==> config.mk <==
export PLATFORM = sky130hd
export DESIGN_NAME = fifo_flagreg
export DESIGN_NICKNAME = d
export VERILOG_FILES = /design/src/rtl/fifo_flagreg_pkg.sv /design/src/rtl/fifo_ptr.sv /design/src/rtl/fifo_mem.sv /design/src/rtl/fifo_flags.sv /design/src/rtl/fifo_flagreg.sv
export SDC_FILE = /design/constraint.sdc
export NUM_CORES = 1
export LEC_CHECK = 0
export ABC_AREA = 1
export BUFFER_PORTS_ARGS = -buffer_cell sky130_fd_sc_hd__clkbuf_2
export CAP_MARGIN = 20
export CORE_MARGIN = 8
export CORE_UTILIZATION = 53
export DETAILED_ROUTE_END_ITERATION = 8
export PLACE_DENSITY = 0.77
export SLEW_MARGIN = 20
export SYNTH_ARGS = -nofsm -noshare
export SYNTH_HDL_FRONTEND = slang
export SYNTH_SLANG_ARGS = --single-unit
==> constraint.sdc <==
create_clock -name clk -period 1.2 [get_ports clk]
set_input_delay 0.24 -clock clk [delete_from_list [all_inputs] [get_ports clk]]
set_output_delay 0.24 -clock clk [all_outputs]
set_load 0.05 [all_outputs]
==> src/rtl/fifo_flagreg_pkg.sv <==
package fifo_flagreg_pkg;
  typedef enum logic [1:0] {
    OP_IDLE = 2'b00,
    OP_RD   = 2'b01,
    OP_WR   = 2'b10,
    OP_BOTH = 2'b11
  } fifo_op_e;
endpackage

==> src/rtl/fifo_ptr.sv <==
module fifo_ptr #(
  parameter int AW = 3
) (
  input  logic          clk,
  input  logic          rst,
  input  logic          en,
  output logic [AW-1:0] ptr,
  output logic [AW-1:0] ptr_nxt
);
  // binary counter; natural wrap at 2**AW
  assign ptr_nxt = en ? ptr + AW'(1) : ptr;

  always_ff @(posedge clk) begin
    if (rst) ptr <= '0;
    else     ptr <= ptr_nxt;
  end

  // a pointer whose enable is low does not move
  a_r8_ptr_hold: assert property (@(posedge clk) disable iff (rst)
    !en |=> ptr == $past(ptr));
endmodule

==> src/rtl/fifo_mem.sv <==
module fifo_mem #(
  parameter int DW = 8,
  parameter int AW = 3
) (
  input  logic          clk,
  input  logic          we,
  input  logic [AW-1:0] waddr,
  input  logic [DW-1:0] wdata,
  input  logic [AW-1:0] raddr,
  output logic [DW-1:0] rdata
);
  localparam int WORDS = 1 << AW;

  logic [DW-1:0] store [WORDS];

  always_ff @(posedge clk) begin
    if (we) store[waddr] <= wdata;
  end

  assign rdata = store[raddr];
endmodule

==> src/rtl/fifo_flags.sv <==
module fifo_flags
  import fifo_flagreg_pkg::*;
(
  input  logic     clk,
  input  logic     rst,
  input  fifo_op_e op,
  input  logic     ptr_eq_nxt,
  output logic     full,
  output logic     empty
);
  always_ff @(posedge clk) begin
    if (rst) begin
      full  <= 1'b0;
      empty <= 1'b1;
    end else begin
      unique case (op)
        OP_WR: begin
          empty <= 1'b0;
          if (ptr_eq_nxt) full <= 1'b1;
        end
        OP_RD: begin
          full <= 1'b0;
          if (ptr_eq_nxt) empty <= 1'b1;
        end
        default: ;
      endcase
    end
  end

  // the two flags never hold together
  a_r6_flags_exclusive: assert property (@(posedge clk) disable iff (rst)
    !(full && empty));
  // a combined transfer keeps both flags
  a_r9_both_keeps_flags: assert property (@(posedge clk) disable iff (rst)
    op == OP_BOTH |=> $stable(full) && $stable(empty));
  // full only clears through a read
  a_r7_full_sticks: assert property (@(posedge clk) disable iff (rst)
    full && op != OP_RD |=> full);
endmodule

==> src/rtl/fifo_flagreg.sv <==
module fifo_flagreg
  import fifo_flagreg_pkg::*;
#(
  parameter int DW    = 8,
  parameter int DEPTH = 8
) (
  input  logic          clk,
  input  logic          rst,
  input  logic          in_valid,
  output logic          in_ready,
  input  logic [DW-1:0] in_data,
  output logic          out_valid,
  input  logic          out_ready,
  output logic [DW-1:0] out_data,
  output logic          half_full
);
  localparam int AW = (DEPTH > 1) ? $clog2(DEPTH) : 1;
  localparam int CW = AW + 1;

  logic          full, empty;
  logic          wr_go, rd_go;
  logic [AW-1:0] wptr, wptr_nxt, rptr, rptr_nxt;
  logic [CW-1:0] count;
  fifo_op_e      op;

  assign in_ready  = !full;
  assign out_valid = !empty;
  assign wr_go     = in_valid && !full;
  assign rd_go     = out_ready && !empty;
  assign op        = fifo_op_e'({wr_go, rd_go});

  fifo_ptr #(.AW(AW)) u_wptr (
    .clk(clk), .rst(rst), .en(wr_go), .ptr(wptr), .ptr_nxt(wptr_nxt));
  fifo_ptr #(.AW(AW)) u_rptr (
    .clk(clk), .rst(rst), .en(rd_go), .ptr(rptr), .ptr_nxt(rptr_nxt));

  fifo_mem #(.DW(DW), .AW(AW)) u_mem (
    .clk(clk), .we(wr_go), .waddr(wptr), .wdata(in_data),
    .raddr(rptr), .rdata(out_data));

  fifo_flags u_flags (
    .clk(clk), .rst(rst), .op(op),
    .ptr_eq_nxt(wptr_nxt == rptr_nxt),
    .full(full), .empty(empty));

  always_ff @(posedge clk) begin
    if (rst) count <= '0;
    else unique case (op)
      OP_WR:   count <= count + CW'(1);
      OP_RD:   count <= count - CW'(1);
      default: ;
    endcase
  end

  assign half_full = count >= CW'(DEPTH / 2);

  // full flag agrees with occupancy
  a_r5_full_vs_count: assert property (@(posedge clk) disable iff (rst)
    full == (count == CW'(DEPTH)));
  // empty flag agrees with occupancy
  a_r6_empty_vs_count: assert property (@(posedge clk) disable iff (rst)
    empty == (count == '0));
  // a full queue is at least half full
  a_r10_full_half: assert property (@(posedge clk) disable iff (rst)
    full |-> half_full);
  // occupancy never passes depth
  a_r3_no_overflow: assert property (@(posedge clk) disable iff (rst)
    count <= CW'(DEPTH));
endmodule

==> results of run 1 <==
final timing paths:
path            startpoint                end  slack, ps  cells past startpoint
min             in_data[6]  u_mem.store[6][6]        160                      1
max          u_rptr.ptr[0]        out_data[0]       -750                      6
max reg2reg  u_rptr.ptr[0]       u_flags.full       -550                     10
min reg2reg       count[0]           count[0]        560                      1
power by group through the flow:
stage | Combinational [uW] | Clock (uW) | Sequential (uW)
2_1_floorplan | 897 | 0 | 3090
3_5_place_dp | 1460 | 0 | 3100
3_3_place_gp | 1420 | 0 | 3090
5_1_grt | 2080 | 2050 | 3070
4_1_cts | 1720 | 1920 | 3050
6_report | 2000 | 1950 | 3060
per-layer routing:
layer / up-vias / share of wire / wire, um
li1: 1210 / - / -
met1: 1376 / 0.36 / 4030
met2: 196 / 0.50 / 5520
met3: 64 / 0.080 / 882
met4: 0 / 0.055 / 609
met5: - / 0 / 0
state kept, by name, summed over array words and instances (netlist names):
register	count
count	4
u_wptr.ptr	3
u_flags.empty	1
u_rptr.ptr	3
u_mem.store	64
u_flags.full	1
cell type report:
class | count | area [sq um] | share of cell area
clock buffers | 10 | 128 | 0.0253
clock inverters | 6 | 62.6 | 0.0124
inverters | 19 | 98.8 | 0.0196
multi-input cells | 187 | 1410 | 0.280
flip-flops and latches | 76 | 2170 | 0.431
well taps | 75 | 93.8 | 0.0186
repair buffers | 91 | 1080 | 0.214
layout by cell type (no fill, tap or decap), types with 8 or more instances in the layout:
cell type,netlist,layout
nand2_1,29,16
nand2_2,5,13
clkbuf_2,0,11
nor2_1,69,38
buf_4,2,34
clkbuf_8,0,9
edfxtp_1,64,64
nand3_1,10,9
nor2_2,1,20
buf_12,0,20
inv_1,12,8
nor2_4,1,13
buf_6,0,20
o21ai_1,1,13
a31oi_4,0,8
o21ai_2,1,15
critical path, delay by kind of cell (launching register included):
kind	cells	cell delay (ps)
DFF	1	430
buffers and inverters	2	310
AOI/OAI and AO/OA	2	420
and+or+nand+nor	2	190
stage by stage:
stage               area (sq um)  setup TNS, ps  total power (uW)
floorplan                   3530          -2760              3990
global placement            4230          -4850              4510
detailed placement          4230          -6790              4560
CTS                         4770          -8030              6690
global route                5050         -17780              7200
finish                      5050         -15030              7020
kinds of logic (layout without fill, tap and decap cells):
kind of cell    count (synthesis)  in the layout  synth area share
buf+inv                        29            126            0.0394
compound gates                 63             63             0.109
fa+ha+maj                       3              3            0.0117
flops                          76             76             0.674
xor+xnor                        2              2           0.00781
simple gates                  119            119             0.158
repair_timing:
| action | CTS | global route |
|---|---|---|
| gates resized for setup | 64 | 66 |
| endpoints found under the setup margin | 79 | 82 |
| pin swaps | 25 | 30 |
| hold buffers | 0 | 0 |
| cloned | 1 | 1 |
| buffers inserted | 13 | 6 |
==> impl_metrics.sql, run 1 <==
INSERT INTO impl_metrics (metric_group, metric, value, unit) VALUES
('outcome', 'run_status', 'finished with violations', ''),
('outcome', 'failed_checks', 'setup timing', ''),
('setup_path', 'setup_crit_end_kind', 'output port', ''),
('layout', 'antenna-diode-count', '0', ''),
('synth', 'netlist-cell-type-count', '28', ''),
('die', 'floorplan.core_area', '5890', 'sq um'),
('clock_network', 'clk_path_buf_depth', '2', ''),
('grt', 'globalRouteOverflowTotal', '0', ''),
('detailed_routing', 'post_detailed_route_drc_marker_count', '0', ''),
('setup_path', 'critPathMaxStageDelay', '430', 'ps'),
('power', 'cellLeakagePower', '0.00189', 'uW'),
('power', 'power.share.sequential', '0.437', ''),
('setup_path', 'critical_path.cell_chain', 'buf_8 -> nor2_1 -> nor2_1 -> o21ai_0 -> a31oi_4 -> buf_12', ''),
('power', 'sw_frac_of_total', '0.308', ''),
('grt', 'antenna_found_initial', '0', ''),
('layout', 'layoutNonFillerInstCount', '464', ''),
('synth', 'synth.most_common_cell', 'nor2_1', ''),
('synth', 'synth_seq_cells', '76', ''),
('hold_path', 'min-delay-path-class', 'in2reg', ''),
('setup_path', 'timing.critical_path.required', '960', 'ps'),
('sta', 'hold_ws', '156', 'ps'),
('sta', 'timing.final.ws_setup', '-753', 'ps'),
('detailed_routing', 'drt_iter0_markers', '244', ''),
('power', 'power.share.clock', '0.278', ''),
('layout', 'areaGrowthSynthToFinish', '57.5', '%'),
('synth', 'async_reset_ff_frac', '0', ''),
('clock_network', 'cts_sinks', '76', ''),
('job', 'max_cap_viol_count', '0', ''),
('synth', 'synthTopCellsByCount', 'nor2_1, edfxtp_1, o21ai_0', ''),
('die', 'fp.dieArea', '8790', 'sq um'),
('setup_path', 'setup.worst_path.start_class', 'flip-flop', ''),
('power', 'p_int', '4850', 'uW'),
('setup_path', 'critical-path-slowest-cell', 'dfxtp_4', ''),
('synth', 'number_of_flops_mapped_to_enable_cells_by_yosys', '64', ''),
('placed_design', 'gp_congestion', '0.861', ''),
('power', 'p_per_area', '1390', 'nW/um^2'),
('layout', 'layout_cells_sized_above_1', '0.555', ''),
('synth', 'netlist.area_leader.share', '0.600', ''),
('clock_network', 'cts-buffers-inserted', '9', ''),
('power', 'peakVddDrop', '1.33', 'mV'),
('grt', 'via_count_of_the_first_global_routing_pass', '2705', ''),
('layout', 'num-fill-cells', '252', ''),
('sta', 'grt_setup_unrepaired', 'yes', ''),
('die', 'io_pins', '23', ''),
('setup_path', 'critPathArrivalTime', '1710', 'ps'),
('synth', 'post_synth_main_area_contributors', 'edfxtp_1, nor2_1, dfxtp_1, o21ai_0, nand2_1', ''),
('power', 'power_switching', '2170', 'uW'),
('layout', 'layout.nets', '399', ''),
('sta', 'setup_failing_eps_final', '83', ''),
('sta', 'worst-slew-pin-transition', '415', 'ps'),
('placed_design', 'place_inst', '429', ''),
('sta', 'clock_skew', '16.1', 'ps'),
('synth', 'postSynth.topFlopCell', 'edfxtp_1', ''),
('detailed_routing', 'vias_per_cell', '6.13', ''),
('synth', 'post_synth_instance_area', '3210', 'sq um'),
('clock_network', 'cts-htree-levels', '3', ''),
('grt', 'grt-busiest-layer', 'met2', ''),
('sta', 'max-slew-margin-rel', '0.721', ''),
('clock_network', 'tritoncts', 'yes', ''),
('sta', 'layout_worst_path_cycle_share', '1.63', ''),
('grt', 'gr-usage-met3', '0.0472', ''),
('placed_design', 'pre_cts_ws', '-378', 'ps'),
('synth', 'syn-num-nets', '307', ''),
('synth', 'synth.largest_area_cell', 'edfxtp_1', ''),
('die', 'std_cell_rows', '28', ''),
('die', 'die_width', '93.8', 'um'),
('grt', 'grt_first_pass_wirelength', '14.2', 'mm'),
('die', 'initial_utilization', '0.545', ''),
('sta', 'period_minus_slack', '1950', 'ps'),
('clock_network', 'cts_root_buffer', 'clkbuf_8', ''),
('placed_design', 'number_of_port_buffers', '22', '');
Power figures use the tool's default switching activity.
==> inputs of run 2 (changes only) <==
--- a/constraint.sdc
+++ b/constraint.sdc
@@ -3,2 +3,2 @@
 set_output_delay 0.24 -clock clk [all_outputs]
-set_load 0.05 [all_outputs]
+set_load 0.01 [all_outputs]
==> run 2 against run 1 <==
The run still ends with setup timing left. Utilization shrank 8.5 points. Sequential power barely moved. Clock skew is 7.9 ps lower. First-iteration DRC count shrank 30%. Largest cell class unchanged.
==> impl_metrics.sql, run 2 (same netlist as run 1, synthesis figures left out) <==
INSERT INTO impl_metrics (metric_group, metric, value, unit) VALUES
('setup_path', 'timing.critical_path.required', '960', 'ps'),
('die', 'initial_utilization', '0.545', ''),
('layout', 'biggestRegsByFlops', 'u_mem.store x64, count x4', ''),
('die', 'die_y', '93.8', 'um'),
('setup_path', 'worst-path-max-fanout', '7', ''),
('layout', 'antenna-diode-count', '0', ''),
('sta', 'hold_ws', '177', 'ps'),
('detailed_routing', 'route.vias.total', '2636', ''),
('detailed_routing', 'first_pass_iters', '5', ''),
('power', 'cellLeakagePower', '0.00173', 'uW'),
('layout', 'layout.nets', '392', ''),
('sta', 'final-hold-violation-count', '0', ''),
('sta', 'timing.final.ws_setup', '-634', 'ps'),
('grt', 'globalRouteOverflowTotal', '0', ''),
('layout', 'top_register', 'u_mem.store', ''),
('setup_path', 'reg2reg_to', 'u_flags.full', ''),
('grt', 'via_count_of_the_first_global_routing_pass', '2609', ''),
('die', 'io_pins', '23', ''),
('clock_network', 'holdBufCountCts', '0', ''),
('setup_path', 'critPathMaxStageDelay', '450', 'ps'),
('sta', 'setup_failing_eps_final', '82', ''),
('sta', 'worst-slew-pin-transition', '244', 'ps'),
('clock_network', 'clk_path_buf_depth', '2', ''),
('grt', 'grt_first_pass_wirelength', '13.0', 'mm'),
('setup_path', 'critPathTopFamily', 'flip-flops', ''),
('clock_network', 'cts_sinks', '76', ''),
('sta', 'achievable-frequency', '545', 'MHz'),
('setup_path', 'critical_path_class', 'reg2out', ''),
('setup_path', 'setup.worst_path.start_class', 'flip-flop', ''),
('layout', 'final_cell_mix', 'edfxtp_1, nor2_1, buf_4, buf_6, nand2_1', ''),
('hold_path', 'number_of_stages_on_the_worst_hold_path', '1', ''),
('layout', 'layoutNonFillerInstCount', '457', ''),
('sta', 'final_max_slew_viol_count', '0', ''),
('hold_path', 'worst_hold_startpoint', 'in_data[6]', ''),
('detailed_routing', 'vias_per_cell', '5.77', ''),
('detailed_routing', 'drt_iter0_markers', '171', ''),
('setup_path', 'count_of_cells_along_the_worst_register_to_register_path', '10', ''),
('detailed_routing', 'post_detailed_route_wirelength_per_cell', '18.8', 'um'),
('detailed_routing', 'totalWireLength', '8.58', 'mm'),
('setup_path', 'critPathArrivalTime', '1590', 'ps'),
('power', 'p_per_area', '1390', 'nW/um^2'),
('die', 'fp.dieArea', '8790', 'sq um'),
('placed_design', 'place_inst', '423', ''),
('hold_path', 'min_to', 'u_mem.store[1][6]', ''),
('setup_path', 'ff2ff_setup_slack', '-510', 'ps'),
('detailed_routing', 'detail_route_antenna_nets', '0', ''),
('setup_path', 'r2r_startpoint', 'u_rptr.ptr[0]', ''),
('clock_network', 'clkTransAtPathRegs', '80', 'ps'),
('clock_network', 'cts-htree-levels', '3', ''),
('layout', 'layout_cells_sized_above_1', '0.479', ''),
('placed_design', 'number_of_port_buffers', '22', ''),
('die', 'std_cell_rows', '28', ''),
('sta', 'grt_setup_unrepaired', 'yes', ''),
('layout', 'final_core_util', '0.773', ''),
('grt', 'grt_start_max_net_pins', '31', ''),
('die', 'floorplan.core_area', '5890', 'sq um'),
('layout', 'num-fill-cells', '325', ''),
('clock_network', 'cts-buffers-inserted', '9', ''),
('die', 'die_width', '93.8', 'um'),
('job', 'max_cap_viol_count', '0', ''),
('clock_network', 'tritoncts', 'yes', ''),
('sta', 'layout_worst_path_cycle_share', '1.53', ''),
('clock_network', 'cts_root_buffer', 'clkbuf_8', ''),
('layout', 'largest_register_ff_count', '64', ''),
('setup_path', 'critical-path-slowest-cell', 'dfxtp_4', ''),
('hold_path', 'min-delay-path-class', 'in2reg', ''),
('setup_path', 'critical_path.cell_chain', 'buf_6 -> o21ai_1 -> o22ai_1 -> nor2_1 -> a31oi_2 -> buf_2', ''),
('clock_network', 'worst_skew_pair.late_latency', '340', 'ps'),
('detailed_routing', 'post_detailed_route_drc_marker_count', '0', ''),
('placed_design', 'dpl_hpwl', '4.83', 'mm'),
('sta', 'period_minus_slack', '1830', 'ps'),
('setup_path', 'setup_crit_end_kind', 'output port', ''),
('placed_design', 'gp_congestion', '0.807', ''),
('grt', 'track_usage', '0.192', ''),
('power', 'peakVddDrop', '1.40', 'mV'),
('placed_design', 'pre_cts_ws', '-318', 'ps'),
('outcome', 'failed_checks', 'setup timing', ''),
('layout', 'layout_commonest_cell', 'edfxtp_1', ''),
('grt', 'antenna_found_initial', '0', ''),
('sta', 'clock_skew', '8.17', 'ps'),
('sta', 'max-slew-margin-rel', '0.836', ''),
('layout', 'areaGrowthSynthToFinish', '41.9', '%'),
('setup_path', 'timing.critical_path.buf_inv', '2', ''),
('setup_path', 'crit_start', 'u_rptr.ptr[0]', ''),
('outcome', 'run_status', 'finished with violations', '');
run 2: cell type report:
class	instances	area, sq um	share of cell area
Sequential cell	76	2180	0.479
Multi-Input combinational cell	187	1230	0.270
Timing Repair Buffer	84	749	0.165
Clock buffer	9	124	0.0272
Inverter	19	101	0.0223
Tap cell	75	93.8	0.0206
Clock inverter	7	75.1	0.0165
run 2: how the worst max path moves through the flow:
stage	endpoint	cells past startpoint
2_1_floorplan	out_data[5]	7
3_3_place_gp	out_data[0]	6
3_5_place_dp	out_data[4]	6
4_1_cts	out_data[4]	6
5_1_grt	out_data[4]	6
6_report	out_data[3]	6
run 2: per-stage QoR:
stage	TNS (ps)	total power (uW)	instance area, sq um
6_report	-11910	6310	4550
5_1_grt	-15580	6520	4550
4_1_cts	-8420	6120	4410
3_5_place_dp	-9070	4040	3850
3_3_place_gp	-7030	4010	3850
2_1_floorplan	-1320	3680	3380
run 2: where the power goes:
part           switching [uW]  internal (uW)
Combinational             725            577
Clock                     978            976
Sequential               78.0           2980
run 2: what timing repair did:
item,4_1_cts,5_1_grt
resized for setup,72,44
cloned,2,0
buffers inserted,14,4
setup endpoints to repair,81,83
endpoints found under the hold margin,0,0
pin swaps,30,16
run 2: metal layers:
layer / global-route usage / wire length (um) / up-vias
li1: - / - / 1191
met1: 0.220 / 3240 / 1286
met2: 0.340 / 4520 / 129
met3: 0.0352 / 549 / 30
met4: 0.0872 / 274 / 0
met5: 0 / 0 / -
